--- config.mk ---
export PLATFORM = sky130hd
export DESIGN_NAME = cmd_seq_decoder
export DESIGN_NICKNAME = d
export VERILOG_FILES = /design/src/rtl/cmd_seq_pkg.sv /design/src/rtl/cmd_step_match.sv /design/src/rtl/cmd_seq_fsm.sv /design/src/rtl/cmd_mode_regs.sv /design/src/rtl/cmd_id_mux.sv /design/src/rtl/cmd_seq_decoder.sv
export SDC_FILE = /design/constraint.sdc
export NUM_CORES = 1
export LEC_CHECK = 0
export ABC_AREA = 0
export BUFFER_PORTS_ARGS = -buffer_cell sky130_fd_sc_hd__buf_2
export CAP_MARGIN = 40
export CORE_MARGIN = 2
export CORE_UTILIZATION = 45
export DETAILED_ROUTE_END_ITERATION = 8
export GPL_TIMING_DRIVEN = 0
export PLACE_DENSITY = 0.77
export SETUP_SLACK_MARGIN = 0.4
export SYNTH_ARGS = -nofsm -noshare
export SYNTH_HDL_FRONTEND = slang
export SYNTH_SLANG_ARGS = --single-unit
--- constraint.sdc ---
create_clock -name clk_i -period 3.75 [get_ports clk_i]
set_input_delay 0.9375 -clock clk_i [delete_from_list [all_inputs] [get_ports clk_i]]
set_output_delay 0.9375 -clock clk_i [all_outputs]
set_load 0.01 [all_outputs]
--- src/rtl/cmd_seq_pkg.sv ---
package cmd_seq_pkg;
  localparam int CMD_AW = 15;
  localparam logic [CMD_AW-1:0] ADDR_LEAD = 15'h5555;
  localparam logic [CMD_AW-1:0] ADDR_SECOND = 15'h2AAA;

  localparam logic [7:0] BYTE_LEAD = 8'hAA;
  localparam logic [7:0] BYTE_SECOND = 8'h55;
  localparam logic [7:0] BYTE_UNLOCK = 8'hA0;
  localparam logic [7:0] BYTE_EXTEND = 8'h80;
  localparam logic [7:0] BYTE_ERASE = 8'h10;
  localparam logic [7:0] BYTE_ID_ENTER = 8'h60;
  localparam logic [7:0] BYTE_ID_EXIT = 8'hF0;

  typedef enum logic [2:0] {
    ST_IDLE, ST_P1, ST_P2, ST_X3, ST_X4, ST_X5
  } seq_state_e;

  typedef enum logic [2:0] {
    EV_NONE, EV_UNLOCK, EV_ERASE, EV_ID_ENTER, EV_ID_EXIT
  } seq_event_e;
endpackage

--- src/rtl/cmd_step_match.sv ---
module cmd_step_match
  import cmd_seq_pkg::*;
(
  input  logic [CMD_AW-1:0] addr_i,
  input  logic [7:0]        data_i,
  output logic              at_lead_addr_o,
  output logic              is_lead_o,
  output logic              is_second_o
);
  always_comb begin
    at_lead_addr_o = (addr_i == ADDR_LEAD);
    is_lead_o      = at_lead_addr_o && (data_i == BYTE_LEAD);
    is_second_o    = (addr_i == ADDR_SECOND) && (data_i == BYTE_SECOND);
  end
endmodule

--- src/rtl/cmd_seq_fsm.sv ---
module cmd_seq_fsm
  import cmd_seq_pkg::*;
(
  input  logic       clk_i,
  input  logic       rst_ni,
  input  logic       wr_valid_i,
  input  logic       at_lead_addr_i,
  input  logic       is_lead_i,
  input  logic       is_second_i,
  input  logic [7:0] data_i,
  output logic       consumed_o,
  output seq_event_e event_o
);
  seq_state_e state_q, state_d;

  always_comb begin
    state_d    = state_q;
    consumed_o = 1'b0;
    event_o    = EV_NONE;
    if (wr_valid_i) begin
      // fallback: restart on a lead write, else drop to idle
      state_d    = is_lead_i ? ST_P1 : ST_IDLE;
      consumed_o = is_lead_i;
      unique case (state_q)
        ST_P1: if (is_second_i) begin
          state_d = ST_P2; consumed_o = 1'b1;
        end
        ST_P2: if (at_lead_addr_i) begin
          if (data_i == BYTE_UNLOCK) begin
            state_d = ST_IDLE; consumed_o = 1'b1; event_o = EV_UNLOCK;
          end else if (data_i == BYTE_EXTEND) begin
            state_d = ST_X3; consumed_o = 1'b1;
          end else if (data_i == BYTE_ID_EXIT) begin
            state_d = ST_IDLE; consumed_o = 1'b1; event_o = EV_ID_EXIT;
          end
        end
        ST_X3: if (is_lead_i) begin
          state_d = ST_X4; consumed_o = 1'b1;
        end
        ST_X4: if (is_second_i) begin
          state_d = ST_X5; consumed_o = 1'b1;
        end
        ST_X5: if (at_lead_addr_i) begin
          if (data_i == BYTE_ERASE) begin
            state_d = ST_IDLE; consumed_o = 1'b1; event_o = EV_ERASE;
          end else if (data_i == BYTE_ID_ENTER) begin
            state_d = ST_IDLE; consumed_o = 1'b1; event_o = EV_ID_ENTER;
          end
        end
        default: ;
      endcase
    end
  end

  always_ff @(posedge clk_i or negedge rst_ni) begin
    if (!rst_ni) state_q <= ST_IDLE;
    else         state_q <= state_d;
  end

  AST_STRAY_TO_IDLE: assert property (@(posedge clk_i) disable iff (!rst_ni)
    (wr_valid_i && !consumed_o) |=> (state_q == ST_IDLE));
  AST_LEAD_RESTARTS: assert property (@(posedge clk_i) disable iff (!rst_ni)
    (wr_valid_i && is_lead_i && state_q != ST_X3) |=> (state_q == ST_P1));
  AST_STATE_LEGAL: assert property (@(posedge clk_i) disable iff (!rst_ni)
    state_q inside {ST_IDLE, ST_P1, ST_P2, ST_X3, ST_X4, ST_X5});
endmodule

--- src/rtl/cmd_mode_regs.sv ---
module cmd_mode_regs
  import cmd_seq_pkg::*;
#(
  parameter int   ADDR_W        = 17,
  parameter int   DATA_W        = 8,
  parameter int   LOAD_TIMEOUT  = 16,
  parameter logic PROT_AT_RESET = 1'b1
) (
  input  logic              clk_i,
  input  logic              rst_ni,
  input  logic              wr_valid_i,
  input  logic              consumed_i,
  input  seq_event_e        event_i,
  input  logic [ADDR_W-1:0] wr_addr_i,
  input  logic [DATA_W-1:0] wr_data_i,
  output logic              array_wr_o,
  output logic [ADDR_W-1:0] array_addr_o,
  output logic [DATA_W-1:0] array_data_o,
  output logic              write_rejected_o,
  output logic              erase_start_o,
  output logic              id_mode_o,
  output logic              prot_en_o,
  output logic              load_open_o
);
  localparam int CNT_W = $clog2(LOAD_TIMEOUT + 1);

  logic             data_wr, pass;
  logic [CNT_W-1:0] cnt_q;

  assign data_wr = wr_valid_i && !consumed_i;
  assign pass    = data_wr && (load_open_o || !prot_en_o);

  always_ff @(posedge clk_i or negedge rst_ni) begin
    if (!rst_ni) begin
      prot_en_o        <= PROT_AT_RESET;
      id_mode_o        <= 1'b0;
      erase_start_o    <= 1'b0;
      array_wr_o       <= 1'b0;
      write_rejected_o <= 1'b0;
      array_addr_o     <= '0;
      array_data_o     <= '0;
    end else begin
      if (event_i == EV_UNLOCK) prot_en_o <= 1'b1;
      if (event_i == EV_ID_ENTER)     id_mode_o <= 1'b1;
      else if (event_i == EV_ID_EXIT) id_mode_o <= 1'b0;
      erase_start_o    <= (event_i == EV_ERASE);
      array_wr_o       <= pass;
      write_rejected_o <= data_wr && !pass;
      if (pass) begin
        array_addr_o <= wr_addr_i;
        array_data_o <= wr_data_i;
      end
    end
  end

  // load window: reloaded by unlock or an accepted write inside it
  always_ff @(posedge clk_i or negedge rst_ni) begin
    if (!rst_ni) begin
      load_open_o <= 1'b0;
      cnt_q       <= '0;
    end else if (event_i == EV_UNLOCK || (pass && load_open_o)) begin
      load_open_o <= 1'b1;
      cnt_q       <= CNT_W'(LOAD_TIMEOUT);
    end else if (load_open_o) begin
      cnt_q <= cnt_q - CNT_W'(1);
      if (cnt_q == CNT_W'(1)) load_open_o <= 1'b0;
    end
  end

  AST_WR_OR_REJECT: assert property (@(posedge clk_i) disable iff (!rst_ni)
    !(array_wr_o && write_rejected_o));
  AST_PROT_STICKY: assert property (@(posedge clk_i) disable iff (!rst_ni)
    prot_en_o |=> prot_en_o);
  AST_ERASE_PULSE: assert property (@(posedge clk_i) disable iff (!rst_ni)
    erase_start_o |=> !erase_start_o);
  AST_WR_GATED: assert property (@(posedge clk_i) disable iff (!rst_ni)
    (data_wr && prot_en_o && !load_open_o) |=> (!array_wr_o && write_rejected_o));
  AST_WINDOW_COUNT: assert property (@(posedge clk_i) disable iff (!rst_ni)
    load_open_o |-> (cnt_q != '0));
  AST_CMD_SILENT: assert property (@(posedge clk_i) disable iff (!rst_ni)
    (wr_valid_i && consumed_i) |=> (!array_wr_o && !write_rejected_o));
endmodule

--- src/rtl/cmd_id_mux.sv ---
module cmd_id_mux #(
  parameter int         ADDR_W   = 17,
  parameter logic [7:0] MFR_CODE = 8'hDA,
  parameter logic [7:0] DEV_CODE = 8'hC1
) (
  input  logic              id_mode_i,
  input  logic [ADDR_W-1:0] rd_addr_i,
  input  logic [7:0]        array_rd_data_i,
  output logic [7:0]        rd_data_o
);
  logic upper_zero;
  assign upper_zero = (rd_addr_i[ADDR_W-1:1] == '0);

  always_comb begin
    rd_data_o = array_rd_data_i;
    if (id_mode_i && upper_zero)
      rd_data_o = rd_addr_i[0] ? DEV_CODE : MFR_CODE;
  end

  always_comb begin
    if (!id_mode_i)
      AST_PASS_THROUGH: assert (rd_data_o == array_rd_data_i);
  end
endmodule

--- src/rtl/cmd_seq_decoder.sv ---
module cmd_seq_decoder
  import cmd_seq_pkg::*;
#(
  parameter int   ADDR_W        = 17,
  parameter int   LOAD_TIMEOUT  = 16,
  parameter logic PROT_AT_RESET = 1'b1
) (
  input  logic              clk_i,
  input  logic              rst_ni,
  input  logic              wr_valid_i,
  input  logic [ADDR_W-1:0] wr_addr_i,
  input  logic [7:0]        wr_data_i,
  input  logic [ADDR_W-1:0] rd_addr_i,
  input  logic [7:0]        array_rd_data_i,
  output logic [7:0]        rd_data_o,
  output logic              array_wr_o,
  output logic [ADDR_W-1:0] array_addr_o,
  output logic [7:0]        array_data_o,
  output logic              write_rejected_o,
  output logic              erase_start_o,
  output logic              id_mode_o,
  output logic              prot_en_o,
  output logic              load_open_o
);
  logic       at_lead_addr, is_lead, is_second, consumed;
  seq_event_e seq_event;

  cmd_step_match u_match (
    .addr_i         (wr_addr_i[CMD_AW-1:0]),
    .data_i         (wr_data_i),
    .at_lead_addr_o (at_lead_addr),
    .is_lead_o      (is_lead),
    .is_second_o    (is_second)
  );

  cmd_seq_fsm u_fsm (
    .clk_i          (clk_i),
    .rst_ni         (rst_ni),
    .wr_valid_i     (wr_valid_i),
    .at_lead_addr_i (at_lead_addr),
    .is_lead_i      (is_lead),
    .is_second_i    (is_second),
    .data_i         (wr_data_i),
    .consumed_o     (consumed),
    .event_o        (seq_event)
  );

  cmd_mode_regs #(
    .ADDR_W        (ADDR_W),
    .DATA_W        (8),
    .LOAD_TIMEOUT  (LOAD_TIMEOUT),
    .PROT_AT_RESET (PROT_AT_RESET)
  ) u_regs (
    .clk_i            (clk_i),
    .rst_ni           (rst_ni),
    .wr_valid_i       (wr_valid_i),
    .consumed_i       (consumed),
    .event_i          (seq_event),
    .wr_addr_i        (wr_addr_i),
    .wr_data_i        (wr_data_i),
    .array_wr_o       (array_wr_o),
    .array_addr_o     (array_addr_o),
    .array_data_o     (array_data_o),
    .write_rejected_o (write_rejected_o),
    .erase_start_o    (erase_start_o),
    .id_mode_o        (id_mode_o),
    .prot_en_o        (prot_en_o),
    .load_open_o      (load_open_o)
  );

  cmd_id_mux #(
    .ADDR_W (ADDR_W)
  ) u_id (
    .id_mode_i       (id_mode_o),
    .rd_addr_i       (rd_addr_i),
    .array_rd_data_i (array_rd_data_i),
    .rd_data_o       (rd_data_o)
  );

  AST_ID_ENTRY_SOURCE: assert property (@(posedge clk_i) disable iff (!rst_ni)
    $rose(id_mode_o) |-> $past(wr_valid_i && wr_data_i == BYTE_ID_ENTER));
  AST_ID_EXIT_SOURCE: assert property (@(posedge clk_i) disable iff (!rst_ni)
    $fell(id_mode_o) |-> $past(wr_valid_i && wr_data_i == BYTE_ID_EXIT));
endmodule

==> flow_summary.yaml, run 1 <==
global_routing:
  grt_overflow: 0
  grt_max_degree: 36
  grt_pass1_vias: 1715
  grt_pass1_wl_um: 7560
  grt_antenna_before_repair: 0
  grt_use_total_pct: 18.6
cells_and_area:
  stdcell_count: 323
  drive_gt1_share_pct: 44.3
  nNetsFinal: 325
  fill_cells: 345
  diodes: 0
  finish.utilization_pct: 63.3
  syn_to_final_growth_pct: 36.3
  seqCellArea_sq_um: 951
  multiInputGateArea_sq_mm: 0.00101
timing:
  rsz0062_at_grt: "no"
  clock_skew_ns: 0.00296
  fin_setup_tns_ns: 0
  worstMarginPinSlew_ns: 0.590
  period_needed_ns: 3.29
  timing.max_slew.rel_slack_pct: 60.3
  holdWs_ns: 0.453
  drv_slew: 0
  fin_crit_sh_pct: 87.6
  fmax_ghz: 0.304
  hold_violations: 0
  setup_viol: 0
synth:
  synth_ff_type: "dfrtp_1"
  ys_seq_area_share_pct: 47.3
  yosys_warnings: 0
  async_flop_share_pct: 100
  synth_area_sq_mm: 0.00201
  synth_area_per_cell_sq_um: 11.9
  synth_seq_cells: 38
  postSynthCellCount: 169
  syn_nets: 224
  synth_cell_types: 49
  synth_edf_count: 0
place:
  dp_cells: 311
  portBuffers: 89
  place_hpwl_um: 3490
  place_congestion: 0.858
routing:
  vias_per_cell: 5.53
  drtIter0Drc: 40
  vias: 1787
  drt_first_pass_iters: 4
  remaining_drc_errors: 0
  wl_um: 4750
  ant_nets: 0
  wire_per_inst_um: 14.7
min_path:
  worstHoldPathType: "input pin to async pin"
die:
  coreArea_sq_mm: 0.00432
  fp.dieArea_sq_mm: 0.00502
  rows: 24
  die_w_um: 70.8
  pin_count: 92
  start_util_pct: 46.5
  die_y_um: 70.8
cts:
  cts_max_level: 2
  cts_sinks: 38
  clockBufferDepth: 2
  numCtsBuffers: 5
  cts_tree: "done"
  cts-root-buf: "clkbuf_8"
  clk_pin_slew_worst_paths_ns: 0.07
  clock_latency_ns: 0.29
power:
  ir_drop_mv: 0.298
  totalPowerFinal_mw: 0.924
  leakage_nw: 1.48
  powerDensity_mw_per_mm2: 338
worst_setup_path:
  crit_required_ns: 2.81
  crit_type: "input pin to primary output"
  rr_worst_depth: 7
  reg2reg_slack_ns: 1.26
  end_kind: "primary output"
  reg2reg_from: "u_fsm.state_q[0]"
  reg2reg_to: "u_regs.array_addr_o[6]"
  cp-start-kind: "input pin"
  cp_data_arrival_time_ns: 2.35
  cp_max_fo: 3
run_status:
  status: "complete, no violations"
run:
  maxCapViolCount: 0
Yosys cell counts (4+ instances only):
cell,n,area [sq um]
dfrtp_1,38,951
inv_1,7,26.3
nand2_1,5,18.8
nor4bb_1,5,50.1
nor3_1,5,25.0
a21oi_1,4,20.0
mux2_1,25,282
nor4_1,7,43.8
or4_1,4,30.0
o21ai_0,4,20.0
per-layer routing:
| metal | part of all wire, % | global-route usage, % | vias up | routed length, um |
|---|---|---|---|---|
| li1 | - | - | 844 | - |
| met1 | 41 | 22.0 | 847 | 1970 |
| met2 | 47 | 31.4 | 90 | 2240 |
| met3 | 10 | 7.41 | 6 | 488 |
| met4 | 1.1 | 5.87 | 0 | 51 |
| met5 | 0 | 0 | - | 0 |
how the worst max path moves through the flow:
stage | slack (ns) | end | start | cells past startpoint
after global placement | 0.13 | rd_data_o[0] | rd_addr_i[2] | 5
after global routing | 0.40 | rd_data_o[4] | rd_addr_i[2] | 7
final | 0.46 | rd_data_o[0] | rd_addr_i[2] | 5
after floorplan | 0.46 | rd_data_o[0] | rd_addr_i[2] | 3
after detailed placement | 0.09 | rd_data_o[0] | rd_addr_i[2] | 5
after CTS | 0.42 | rd_data_o[0] | rd_addr_i[2] | 5
logic make-up (layout without fill, tap and decap cells):
family          count (synthesis)  after routing  synth area share, %
buf+inv                        14            116                 3.74
fa+ha+maj                       2              2                 1.25
mux                            26             26                 14.6
other cells                     1              1                0.187
flops                          38             38                 47.3
xor+xnor                        4              4                 1.74
compound gates                 21             21                 8.84
simple gates                   63             63                 22.4
layout make-up:
class                   instances  share of cell area, %
clock inverters                 2                   2.19
plain buffers                   7                   1.78
repair buffers                 94                   18.1
well taps                      52                   2.38
multi-input cells             117                   36.9
inverters                       7                  0.959
flip-flops and latches         38                   34.7
clock buffers                   6                   3.02
placed cells by master (no fill, tap or decap), types with 3 or more instances in the layout:
cell type	n
buf_2	89
dfrtp_1	38
mux2_1	25
inv_1	7
nor4_1	6
buf_4	6
clkbuf_8	6
nor4bb_1	5
nand2_1	5
nor3_1	5
a21oi_1	4
clkbuf_1	3
or4_1	3
or4b_1	3
nand4b_1	3
nor2_1	3
or2_2	3
nor4b_1	3
o21ai_0	3
per-stage QoR:
step	cell area, sq um	worst slack [ns]
3_5_place_dp	2550	0.0900
6_report	2740	0.464
4_1_cts	2720	0.418
2_1_floorplan	2020	0.461
5_1_grt	2740	0.401
3_3_place_gp	2530	0.126
timing repair:
action,in CTS,in global routing
hold buffers,0,0
setup buffers,2,2
setup endpoints to repair,8,4
cloned,0,0
pin swaps,1,1
resized for setup,2,2
flip-flops by register name, summed over array words and instances (netlist names):
signal and cells:
u_fsm.state_q 3, u_regs.array_addr_o 17, u_regs.array_data_o 8, u_regs.array_wr_o 1, u_regs.cnt_q 5, u_regs.erase_start_o 1
u_regs.id_mode_o 1, u_regs.load_open_o 1, u_regs.write_rejected_o 1
critical path: stages:
cell and delay, ns:
buf_2 0.10, or4_4 0.53, nor4_4 0.28, mux2_2 0.36, buf_2 0.14
where the power goes:
| group | internal [mW] | switching [mW] | leakage, nW |
|---|---|---|---|
| Combinational | 0.0394 | 0.0423 | 0.899 |
| Clock | 0.284 | 0.146 | 0.0714 |
| Sequential | 0.411 | 0.00199 | 0.506 |
| Total | 0.734 | 0.190 | 1.48 |
(Power assumes the default switching activity.)
==> run 2: changes to the inputs <==
--- a/config.mk
+++ b/config.mk
@@ -5,14 +5,14 @@
 export SDC_FILE = /design/constraint.sdc
 export NUM_CORES = 1
 export LEC_CHECK = 0
-export ABC_AREA = 0
+export ABC_AREA = 1
 export BUFFER_PORTS_ARGS = -buffer_cell sky130_fd_sc_hd__buf_2
 export CAP_MARGIN = 40
 export CORE_MARGIN = 2
 export CORE_UTILIZATION = 45
 export DETAILED_ROUTE_END_ITERATION = 8
 export GPL_TIMING_DRIVEN = 0
-export PLACE_DENSITY = 0.77
+export PLACE_DENSITY = 0.74
 export SETUP_SLACK_MARGIN = 0.4
 export SYNTH_ARGS = -nofsm -noshare
 export SYNTH_HDL_FRONTEND = slang
==> flow_summary.yaml, run 2 <==
synth:
  synth_edf_count: 0
  synth_area_per_cell_sq_um: 6.76
  synth_seq_cells: 38
  synth_ff_type: "dfrtp_1"
  ys_seq_area_share_pct: 39.6
  synth_most_common_cell: "nand2_1"
  postSynthCellCount: 355
  synth_cell_types: 29
  synth_area_sq_mm: 0.00240
  synthTopCellsByArea: "dfrtp_1, nand2_1, nor2_1"
  yosysTopAreaCell: "dfrtp_1"
  synthTopCellsByCount: "nand2_1, nor2_1, inv_1, dfrtp_1, nand3_1"
  async_flop_share_pct: 100
  yosys_warnings: 0
  synth.top_cell.area_share_pct: 39.6
  syn_nets: 410
power:
  p_comb_share_pct: 26.0
  seqPwrFrac_pct: 43.3
  leakage_nw: 1.79
  powerDensity_mw_per_mm2: 372
  sw_frac_of_total_pct: 30.5
  ir_drop_mv: 0.243
  power_frac_clock_pct: 30.8
  intPower_mw: 0.800
  p_sw_mw: 0.351
  totalPowerFinal_mw: 1.15
worst_setup_path:
  end_kind: "primary output"
  cp_max_fo: 6
  crit_required_ns: 2.81
  crit_type: "input pin to primary output"
  cp-start-kind: "input pin"
  cp_data_arrival_time_ns: 2.13
timing:
  fin_crit_sh_pct: 81.8
  drv_slew: 0
  holdWs_ns: 0.474
  fin_setup_tns_ns: 0
  clock_skew_ns: 0.00440
  fmax_ghz: 0.326
  period_needed_ns: 3.07
  setup_viol: 0
  worst_slack_ns: 0.684
  hold_violations: 0
  rsz0062_at_grt: "no"
cells_and_area:
  nNetsFinal: 510
  layout_commonest_cell: "nand2_1"
  layout_common_cells: "nand2_1, buf_2, nor2_1"
  finish.utilization_pct: 60.2
  syn_to_final_growth_pct: 28.9
  fin_area_sq_mm: 0.00309
  largest_register: "u_regs.array_addr_o"
  drive_gt1_share_pct: 29.5
  stdcell_count: 525
  fill_cells: 522
  diodes: 0
  reg_top3: "u_regs.array_addr_o (17), u_regs.array_data_o (8), u_regs.cnt_q (5)"
  largest_reg_flops: 17
routing:
  ant_nets: 0
  wire_per_inst_um: 11.4
  wl_um: 6000
  remaining_drc_errors: 0
  drt_first_pass_iters: 4
  vias: 2490
  vias_per_cell: 4.74
  drtIter0Drc: 130
cts:
  clockBufferDepth: 2
  cts-root-buf: "clkbuf_8"
  cts_tree: "done"
  cts_max_level: 2
  post_cts_buffers: 0
  clk_pin_slew_worst_paths_ns: 0.07
  cts-resized-gates: 0
  cts_sinks: 38
  clock_latency_ns: 0.29
  holdBufCountCts: 0
  numCtsBuffers: 5
die:
  fp.dieArea_sq_mm: 0.00594
  start_util_pct: 46.7
  rows: 26
  die_y_um: 77.0
  coreArea_sq_mm: 0.00514
  pin_count: 92
  die_w_um: 77.0
global_routing:
  grt_pass1_wl_um: 10500
  grt_antenna_before_repair: 0
  grt_max_degree: 22
  grt_pass1_vias: 2394
  grt_overflow: 0
  grt_use_total_pct: 21.5
run:
  maxCapViolCount: 0
place:
  portBuffers: 90
  dp_cells: 516
  place_hpwl_um: 4820
  place_congestion: 0.897
  dpl-instance-area_sq_mm: 0.00297
  pre_cts_ws_ns: 0.588
run_status:
  status: "complete, no violations"
min_path:
  worstHoldPathType: "flip-flop to flip-flop"
run 2: metal layers:
metal,vias up,global-route usage [%],routed length (um)
met3,7,4.71,177
met1,1137,28.2,2810
li1,1298,-,-
met5,-,0,0
met2,48,36.7,2950
met4,0,4.64,54
run 2: layout make-up:
class	count	area (sq um)	area share, %
buffer	6	57.6	1.86
clock buffer	6	82.6	2.67
clock inverter	1	30.0	0.970
inverter	46	173	5.58
multi-input combinational	265	1220	39.4
sequential	38	951	30.7
tap	70	87.6	2.83
timing repair buffer	93	493	15.9
run 2: path summary, 6_finish.rpt:
check / from / endpoint / slack, ns / cells after the start
hold reg to reg: u_regs.array_addr_o[15] / u_regs.array_addr_o[15] / 0.47 / 2
min in group asynchronous: rst_ni / u_regs.array_addr_o[6] / 0.58 / 1
setup / recovery: rd_addr_i[4] / rd_data_o[0] / 0.68 / 7
hold / removal: u_regs.array_addr_o[15] / u_regs.array_addr_o[15] / 0.47 / 2
setup reg to reg: u_fsm.state_q[2] / u_regs.array_addr_o[7] / 1.86 / 13
max in group asynchronous: rst_ni / u_regs.array_addr_o[2] / 2.72 / 2
run 2: cells by family after synthesis:
kind of cell | after synthesis | share of synthesized area, %
AND/OR/NAND/NOR | 247 | 46.0
buffers and inverters | 52 | 9.59
flip-flops | 38 | 39.6
other | 1 | 0.156
AO/OA/AOI/OAI | 15 | 3.60
adder cells (fa/ha/maj) | 2 | 1.04
run 2: worst max-delay path: stages:
cell and delay [ns]:
buf_2 0.10, nor4_1 0.23, and2_1 0.16, nand4_1 0.21, buf_4 0.23, a21oi_1 0.12, buf_2 0.14
run 2: power by group through the flow:
stage	Sequential (mW)	Clock, mW	Combinational (mW)
finish	0.498	0.354	0.299
floorplan	0.521	0	0.157
CTS	0.498	0.359	0.301
global placement	0.504	0	0.287
detailed placement	0.505	0	0.300
global route	0.505	0.386	0.341
